## src/rtl/exc_entry_pkg.sv

```systemverilog
package exc_entry_pkg;

    localparam int XLEN   = 32;
    localparam int VEC_W  = 8;
    localparam int LVL_W  = 4;
    localparam int WORD_B = XLEN / 8;
    localparam int NUM_CLS = 8;
    localparam int NUM_RST = 2;

    // Encoding order equals service priority (lower code wins).
    typedef enum logic [2:0] {
        CLS_NONE   = 3'd0,
        CLS_POR    = 3'd1,
        CLS_MRST   = 3'd2,
        CLS_ADRERR = 3'd3,
        CLS_IRQ    = 3'd4,
        CLS_GILL   = 3'd5,
        CLS_SILL   = 3'd6,
        CLS_TRAP   = 3'd7
    } exc_cls_e;

    typedef enum logic [2:0] {
        ST_IDLE,
        ST_PUSH_SR,
        ST_PUSH_PC,
        ST_FETCH_VEC,
        ST_FETCH_PC,
        ST_FETCH_SP,
        ST_DONE
    } seq_st_e;

    typedef struct packed {
        exc_cls_e               cls;
        logic [VEC_W-1:0]       vec;
        logic [LVL_W-1:0]       lvl;
        logic [XLEN-1:0]        pc;
        logic [XLEN-1:0]        sr;
        logic [XLEN-1:0]        sp;
        logic [XLEN-1:0]        vbr;
    } exc_ctx_t;

    function automatic logic is_reset_cls(exc_cls_e c);
        return (c == CLS_POR) || (c == CLS_MRST);
    endfunction

    function automatic logic [XLEN-1:0] vec_offset(logic [VEC_W-1:0] v);
        return XLEN'(v) * XLEN'(WORD_B);
    endfunction

    function automatic logic [XLEN-1:0] put_mask(logic [XLEN-1:0] sr,
                                                 logic [LVL_W-1:0] lvl,
                                                 int lsb);
        logic [XLEN-1:0] r;
        r = sr;
        r[lsb +: LVL_W] = lvl;
        return r;
    endfunction

endpackage

```

## src/rtl/exc_event_latch.sv

```systemverilog
module exc_event_latch
    import exc_entry_pkg::*;
#(
    parameter int N = NUM_RST
) (
    input  logic         clk,
    input  logic         rst,
    input  logic [N-1:0] pin_n,
    input  logic [N-1:0] wdt_ovf,
    input  logic [N-1:0] clr,
    output logic [N-1:0] pend
);

    for (genvar ch = 0; ch < N; ch++) begin : g_ch
        logic prev_q;
        logic pend_q;
        logic event_w;

        assign event_w = (pin_n[ch] & ~prev_q) | wdt_ovf[ch];

        always_ff @(posedge clk) begin
            if (rst) begin
                prev_q <= 1'b1;
                pend_q <= 1'b0;
            end else begin
                prev_q <= pin_n[ch];
                if (event_w) begin
                    pend_q <= 1'b1;
                end else if (clr[ch]) begin
                    pend_q <= 1'b0;
                end
            end
        end

        assign pend[ch] = pend_q;
    end

endmodule

```

## src/rtl/exc_prio_arb.sv

```systemverilog
module exc_prio_arb
    import exc_entry_pkg::*;
(
    input  logic [NUM_CLS-1:1] req,
    output exc_cls_e           grant
);

    always_comb begin
        grant = CLS_NONE;
        for (int i = NUM_CLS - 1; i >= 1; i--) begin
            if (req[i]) begin
                grant = exc_cls_e'(3'(i));
            end
        end
    end

endmodule

```

## src/rtl/exc_seq_fsm.sv

```systemverilog
module exc_seq_fsm
    import exc_entry_pkg::*;
#(
    parameter logic [XLEN-1:0] POR_BASE  = 32'h0000_0000,
    parameter logic [XLEN-1:0] MRST_BASE = 32'h0000_0008,
    parameter int              MASK_LSB  = 4
) (
    input  logic            clk,
    input  logic            rst,
    input  logic            start,
    input  exc_ctx_t        start_ctx,
    output logic            mem_req,
    output logic            mem_we,
    output logic [XLEN-1:0] mem_addr,
    output logic [XLEN-1:0] mem_wdata,
    input  logic [XLEN-1:0] mem_rdata,
    input  logic            mem_ready,
    output logic            busy,
    output logic            load_valid,
    output logic [XLEN-1:0] new_pc,
    output logic [XLEN-1:0] new_sp,
    output logic [XLEN-1:0] new_vbr,
    output logic [XLEN-1:0] new_sr,
    output exc_cls_e        act_cls
);

    localparam logic [XLEN-1:0] STEP = XLEN'(WORD_B);

    seq_st_e         st_q;
    exc_ctx_t        ctx_q;
    logic [XLEN-1:0] pc_tmp_q;
    logic [XLEN-1:0] pc_q, sp_q, vbr_q, sr_q;

    logic [XLEN-1:0] sp_hi, sp_lo, rst_base, vec_addr;

    assign sp_hi    = ctx_q.sp - STEP;
    assign sp_lo    = ctx_q.sp - (STEP + STEP);
    assign rst_base = (ctx_q.cls == CLS_POR) ? POR_BASE : MRST_BASE;
    assign vec_addr = ctx_q.vbr + vec_offset(ctx_q.vec);

    always_comb begin
        mem_req   = 1'b0;
        mem_we    = 1'b0;
        mem_addr  = '0;
        mem_wdata = '0;
        case (st_q)
            ST_PUSH_SR: begin
                mem_req   = 1'b1;
                mem_we    = 1'b1;
                mem_addr  = sp_hi;
                mem_wdata = ctx_q.sr;
            end
            ST_PUSH_PC: begin
                mem_req   = 1'b1;
                mem_we    = 1'b1;
                mem_addr  = sp_lo;
                mem_wdata = ctx_q.pc;
            end
            ST_FETCH_VEC: begin
                mem_req  = 1'b1;
                mem_addr = vec_addr;
            end
            ST_FETCH_PC: begin
                mem_req  = 1'b1;
                mem_addr = rst_base;
            end
            ST_FETCH_SP: begin
                mem_req  = 1'b1;
                mem_addr = rst_base + STEP;
            end
            default: ;
        endcase
    end

    always_ff @(posedge clk) begin
        if (rst) begin
            st_q     <= ST_IDLE;
            ctx_q    <= '0;
            pc_tmp_q <= '0;
            pc_q     <= '0;
            sp_q     <= '0;
            vbr_q    <= '0;
            sr_q     <= '0;
        end else begin
            case (st_q)
                ST_IDLE: begin
                    if (start) begin
                        ctx_q <= start_ctx;
                        st_q  <= is_reset_cls(start_ctx.cls) ? ST_FETCH_PC : ST_PUSH_SR;
                    end
                end
                ST_PUSH_SR: begin
                    if (mem_ready) st_q <= ST_PUSH_PC;
                end
                ST_PUSH_PC: begin
                    if (mem_ready) st_q <= ST_FETCH_VEC;
                end
                ST_FETCH_VEC: begin
                    if (mem_ready) begin
                        pc_q  <= mem_rdata;
                        sp_q  <= sp_lo;
                        vbr_q <= ctx_q.vbr;
                        sr_q  <= (ctx_q.cls == CLS_IRQ)
                                 ? put_mask(ctx_q.sr, ctx_q.lvl, MASK_LSB)
                                 : ctx_q.sr;
                        st_q  <= ST_DONE;
                    end
                end
                ST_FETCH_PC: begin
                    if (mem_ready) begin
                        pc_tmp_q <= mem_rdata;
                        st_q     <= ST_FETCH_SP;
                    end
                end
                ST_FETCH_SP: begin
                    if (mem_ready) begin
                        pc_q  <= pc_tmp_q;
                        sp_q  <= mem_rdata;
                        vbr_q <= '0;
                        sr_q  <= put_mask('0, {LVL_W{1'b1}}, MASK_LSB);
                        st_q  <= ST_DONE;
                    end
                end
                ST_DONE: st_q <= ST_IDLE;
                default: st_q <= ST_IDLE;
            endcase
        end
    end

    assign busy       = (st_q != ST_IDLE);
    assign load_valid = (st_q == ST_DONE);
    assign new_pc     = pc_q;
    assign new_sp     = sp_q;
    assign new_vbr    = vbr_q;
    assign new_sr     = sr_q;
    assign act_cls    = ctx_q.cls;

endmodule

```

## src/rtl/exc_entry_seq.sv

```systemverilog
module exc_entry_seq
    import exc_entry_pkg::*;
#(
    parameter logic [XLEN-1:0]  POR_BASE   = 32'h0000_0000,
    parameter logic [XLEN-1:0]  MRST_BASE  = 32'h0000_0008,
    parameter logic [VEC_W-1:0] ADRERR_VEC = 8'd9,
    parameter logic [VEC_W-1:0] GILL_VEC   = 8'd4,
    parameter logic [VEC_W-1:0] SILL_VEC   = 8'd6,
    parameter int               MASK_LSB   = 4
) (
    input  logic             clk,
    input  logic             rst,
    input  logic             pwr_rst_n,
    input  logic             man_rst_n,
    input  logic             wdt_pwr_ovf,
    input  logic             wdt_man_ovf,
    input  logic             adr_err_req,
    input  logic             irq_req,
    input  logic [LVL_W-1:0] irq_level,
    input  logic [VEC_W-1:0] irq_vec,
    input  logic             instr_done,
    input  logic             gen_ill_req,
    input  logic             slot_ill_req,
    input  logic             trap_req,
    input  logic [VEC_W-1:0] trap_vec,
    input  logic [XLEN-1:0]  core_pc,
    input  logic [XLEN-1:0]  core_sr,
    input  logic [XLEN-1:0]  core_r15,
    input  logic [XLEN-1:0]  core_vbr,
    output logic             mem_req,
    output logic             mem_we,
    output logic [XLEN-1:0]  mem_addr,
    output logic [XLEN-1:0]  mem_wdata,
    input  logic [XLEN-1:0]  mem_rdata,
    input  logic             mem_ready,
    output logic             busy,
    output logic             load_valid,
    output logic [XLEN-1:0]  new_pc,
    output logic [XLEN-1:0]  new_sp,
    output logic [XLEN-1:0]  new_vbr,
    output logic [XLEN-1:0]  new_sr
);

    logic [NUM_RST-1:0] rst_pins_n, wdt_ovf, pend, clr;
    logic [NUM_CLS-1:1] req;
    exc_cls_e           grant;
    exc_cls_e           act_cls;
    logic               start;
    exc_ctx_t           start_ctx;

    assign rst_pins_n = {man_rst_n, pwr_rst_n};
    assign wdt_ovf    = {wdt_man_ovf, wdt_pwr_ovf};

    exc_event_latch #(.N(NUM_RST)) u_evt (
        .clk     (clk),
        .rst     (rst),
        .pin_n   (rst_pins_n),
        .wdt_ovf (wdt_ovf),
        .clr     (clr),
        .pend    (pend)
    );

    // Bit index equals the class code.
    assign req = {trap_req, slot_ill_req, gen_ill_req, irq_req & instr_done,
                  adr_err_req, pend[1], pend[0]};

    exc_prio_arb u_arb (
        .req   (req),
        .grant (grant)
    );

    assign start = !busy && (grant != CLS_NONE);
    assign clr   = {start && (grant == CLS_MRST), start && (grant == CLS_POR)};

    always_comb begin
        start_ctx     = '0;
        start_ctx.cls = grant;
        start_ctx.lvl = irq_level;
        start_ctx.pc  = core_pc;
        start_ctx.sr  = core_sr;
        start_ctx.sp  = core_r15;
        start_ctx.vbr = core_vbr;
        case (grant)
            CLS_ADRERR: start_ctx.vec = ADRERR_VEC;
            CLS_IRQ:    start_ctx.vec = irq_vec;
            CLS_GILL:   start_ctx.vec = GILL_VEC;
            CLS_SILL:   start_ctx.vec = SILL_VEC;
            CLS_TRAP:   start_ctx.vec = trap_vec;
            default:    start_ctx.vec = '0;
        endcase
    end

    exc_seq_fsm #(
        .POR_BASE  (POR_BASE),
        .MRST_BASE (MRST_BASE),
        .MASK_LSB  (MASK_LSB)
    ) u_fsm (
        .clk        (clk),
        .rst        (rst),
        .start      (start),
        .start_ctx  (start_ctx),
        .mem_req    (mem_req),
        .mem_we     (mem_we),
        .mem_addr   (mem_addr),
        .mem_wdata  (mem_wdata),
        .mem_rdata  (mem_rdata),
        .mem_ready  (mem_ready),
        .busy       (busy),
        .load_valid (load_valid),
        .new_pc     (new_pc),
        .new_sp     (new_sp),
        .new_vbr    (new_vbr),
        .new_sr     (new_sr),
        .act_cls    (act_cls)
    );

endmodule

```

## config.mk

```make
export PLATFORM = sky130hd
export DESIGN_NAME = exc_entry_seq
export DESIGN_NICKNAME = d
export VERILOG_FILES = /design/src/rtl/exc_entry_pkg.sv /design/src/rtl/exc_event_latch.sv /design/src/rtl/exc_prio_arb.sv /design/src/rtl/exc_seq_fsm.sv /design/src/rtl/exc_entry_seq.sv
export SDC_FILE = /design/constraint.sdc
export NUM_CORES = 1
export LEC_CHECK = 0
export BUFFER_PORTS_ARGS = -buffer_cell sky130_fd_sc_hd__buf_4
export CORE_ASPECT_RATIO = 1.5
export CORE_MARGIN = 3
export CORE_UTILIZATION = 50
export CTS_CLUSTER_DIAMETER = 80
export CTS_CLUSTER_SIZE = 25
export DETAILED_ROUTE_END_ITERATION = 7
export GPL_TIMING_DRIVEN = 0
export PLACE_DENSITY_LB_ADDON = 0.15
export SLEW_MARGIN = 30
export SYNTH_ARGS = -nofsm -noshare
export SYNTH_HDL_FRONTEND = slang
export SYNTH_HIERARCHICAL = 1
export SYNTH_SLANG_ARGS = --single-unit
```

## constraint.sdc

```tcl
create_clock -name clk -period 6.4 [get_ports clk]
set_input_delay 0.32 -clock clk [delete_from_list [all_inputs] [get_ports clk]]
set_output_delay 0.32 -clock clk [all_outputs]
set_load 0.05 [all_outputs]
```

==> flow_metrics.py <==
metrics = {
    "outcome": {
        "status": "complete, no violations",
    },
    "global_route": {
        "gr-usage-met3_pct": 5.78,
        "groute.usage.overall_pct": 34.3,
        "top_usage_layer": "met2",
        "met1_usage_pct": 37.3,
        "grt_pass1_wl_um": 81100,
        "grt_pass1_vias": 14794,
        "grt_util_met2_pct": 61.5,
        "gr-total-overflow": 0,
        "grt_max_degree": 26,
        "antenna_found_initial": 0,
    },
    "placed_design": {
        "gp_congestion": 0.984,
        "place_hpwl_um": 43400,
        "portBuffers": 387,
        "dpl_cell_area_um2": 17600,
    },
    "setup_path": {
        "critPathMaxFanout": 9,
        "r2r_slack_ps": 2400,
        "cp-end-kind": "output pin",
        "reg2reg_from": "u_evt/g_ch[0].pend_q",
        "cp.arrival_ps": 4060,
        "worstReg2RegEnd": "u_fsm/ctx_q[56]",
        "critPathLaunchType": "flip-flop",
        "reg2reg_depth": 11,
        "crit_required_ps": 6080,
        "critPathKind": "flip-flop to output pin",
    },
    "drt": {
        "wl_per_cell_um": 20.7,
        "drtPass1Iterations": 6,
        "first_iter_violations": 1149,
        "ant_nets": 0,
        "drt-total-wl_um": 55200,
        "viasPerCell": 5.76,
        "vias": 15332,
        "drcViolationCount": 0,
    },
    "power": {
        "p_per_area_nw_per_um2": 442,
        "switching_share_pct": 49.2,
        "leakage_nw": 6.99,
        "p_sw_mw": 3.92,
        "irDropWorstVdd_uv": 266,
        "p_seq_share_pct": 33.6,
        "p_clk_share_pct": 14.1,
        "combPwrFrac_pct": 52.2,
        "p_int_mw": 4.05,
    },
    "floorplan": {
        "die_h_um": 212,
        "num_rows": 75,
        "initial_utilization_pct": 50.8,
        "die-area_um2": 30500,
        "die_x_um": 144,
        "io_pins": 389,
        "core_um2": 28000,
    },
    "logic_synthesis": {
        "synth_fp_nets": 2112,
        "yosys_warnings": 6,
        "syn_avg_cell_area_um2": 7.45,
        "synthCells": 1907,
        "syn-cell-area_um2": 14200,
    },
    "clocking": {
        "clkTransAtPathRegs_ps": 100,
        "cts_buffers": 16,
        "htreeDepth": 1,
        "clk_latency_ps": 520,
        "clockBufferDepth": 3,
        "tritoncts": "yes",
        "cts_sinks": 310,
        "cts_root_buffer": "clkbuf_16",
    },
    "sta": {
        "rsz0062_at_grt": "false",
        "final_max_slew_viol_count": 0,
        "finalCriticalPeriod_ps": 4380,
        "fmax_ghz": 0.228,
        "tightestPinTransition_ps": 975,
        "hold-worst-slack_ps": 33.9,
        "period_share_pct": 68.5,
        "setup_viol": 0,
        "setup-tns-final_ps": 0,
        "hold_viol": 0,
        "skew_ps": 16.0,
        "relSlewSlack_pct": 34.4,
    },
    "flow_run": {
        "maxCapViolations": 0,
    },
    "hold_path": {
        "hold_depth": 3,
        "hold_path_class": "input pin to flip-flop",
        "holdCritStartpoint": "core_pc[27]",
        "hold_path_end": "u_fsm/ctx_q[123]",
    },
    "layout": {
        "nets": 2520,
        "final_layout_size_suffix_gt1_share_pct": 18.6,
        "stdcell_area_um2": 18000,
        "area.growth.synth_to_final_pct": 26.9,
        "final_core_util_pct": 64.5,
    },
}
final cells by class:
cell class	count	area [µm²]
Sequential cell	310	6210
Multi-Input combinational cell	1415	7310
Timing Repair Buffer	390	2940
Fill cell	2534	9920
Clock buffer	18	429
Clock inverter	1	16.3
Tap cell	346	433
Inverter	17	63.8
Antenna cell	2	5.00
Buffer	165	646
state kept, by name (all words and copies together), names as in the netlist:
register,flops
u_fsm/new_vbr,32
u_fsm/pc_tmp_q,32
u_fsm/act_cls,3
u_fsm/new_sr,32
u_evt/g_ch.prev_q,2
u_fsm/new_sp,32
u_evt/g_ch.pend_q,2
u_fsm/ctx_q,140
u_fsm/new_pc,32
u_fsm/st_q,3
per-stage QoR:
stage / std cells / setup slack (ps) / power [mW]
2_1_floorplan: 1907 / 2980 / 5.36
3_3_place_gp: 2640 / 2260 / 6.75
3_5_place_dp: 2640 / 2190 / 6.80
4_1_cts: 2662 / 2270 / 7.91
5_1_grt: 2662 / 1950 / 8.37
6_report: 2664 / 2020 / 7.97
placed cells by master (no fill, tap or decap), types with 4 or more instances in the layout:
cell type and count:
a211oi_1 11, a21boi_1 5, a21oi_1 284, a22o_1 34
a22oi_1 4, a311oi_1 35, a31oi_1 17, and2_1 9
buf_1 5, buf_4 391, clkbuf_1 153, clkbuf_16 17
dfxtp_1 310, ha_1 11, inv_1 16, mux2i_1 5
nand2_1 545, nand2b_1 13, nand3_1 94, nand4_1 6
nor2_1 99, nor2b_1 5, nor3_1 24, nor4_1 13
o211ai_1 5, o21ai_0 56, o22ai_1 9, o31a_1 5
or3_1 8, or3b_1 4, xnor2_1 34, xor2_1 23
routing by layer:
metal	vias to the layer above	wire length, µm	share of wire, %
met5	-	0	0
met4	0	3700	6.7
met3	164	4550	8.2
met2	724	27700	50
met1	7123	19200	35
li1	7321	-	-
power groups by stage:
| stage | Sequential (mW) | Clock (mW) | Combinational [mW] |
|---|---|---|---|
| detailed placement | 2.71 | 0 | 4.09 |
| global route | 2.72 | 1.20 | 4.46 |
| floorplan | 2.75 | 0 | 2.61 |
| finish | 2.68 | 1.13 | 4.16 |
| global placement | 2.70 | 0 | 4.06 |
| CTS | 2.66 | 1.14 | 4.10 |
timing repair:
| item | CTS | global route |
|---|---|---|
| hold buffers | 3 | 0 |
| gates resized for setup | 0 | 0 |
| endpoints found under the hold margin | 3 | 0 |
| buffers inserted | 0 | 0 |
worst max-delay path: stages, from the launching register on:
cell and delay [ps]:
dfxtp_1 310, clkbuf_1 230, nor4_1 890, nand4_1 490
nor4_1 510, o22ai_1 140, a21oi_1 470, o21ai_0 240
buf_4 250
worst max path at each step:
stage | from | end | slack (ps) | cells past startpoint
finish | u_fsm/ctx_q[41] | mem_addr[24] | 2020 | 8
global route | u_fsm/ctx_q[41] | mem_addr[24] | 1950 | 8
CTS | u_fsm/ctx_q[41] | mem_addr[24] | 2270 | 8
detailed placement | irq_req | u_fsm/ctx_q[62] | 2190 | 13
global placement | irq_req | u_fsm/ctx_q[59] | 2260 | 12
floorplan | u_fsm/ctx_q[2] | mem_addr[20] | 2980 | 11
Power figures use the tool's default switching activity.
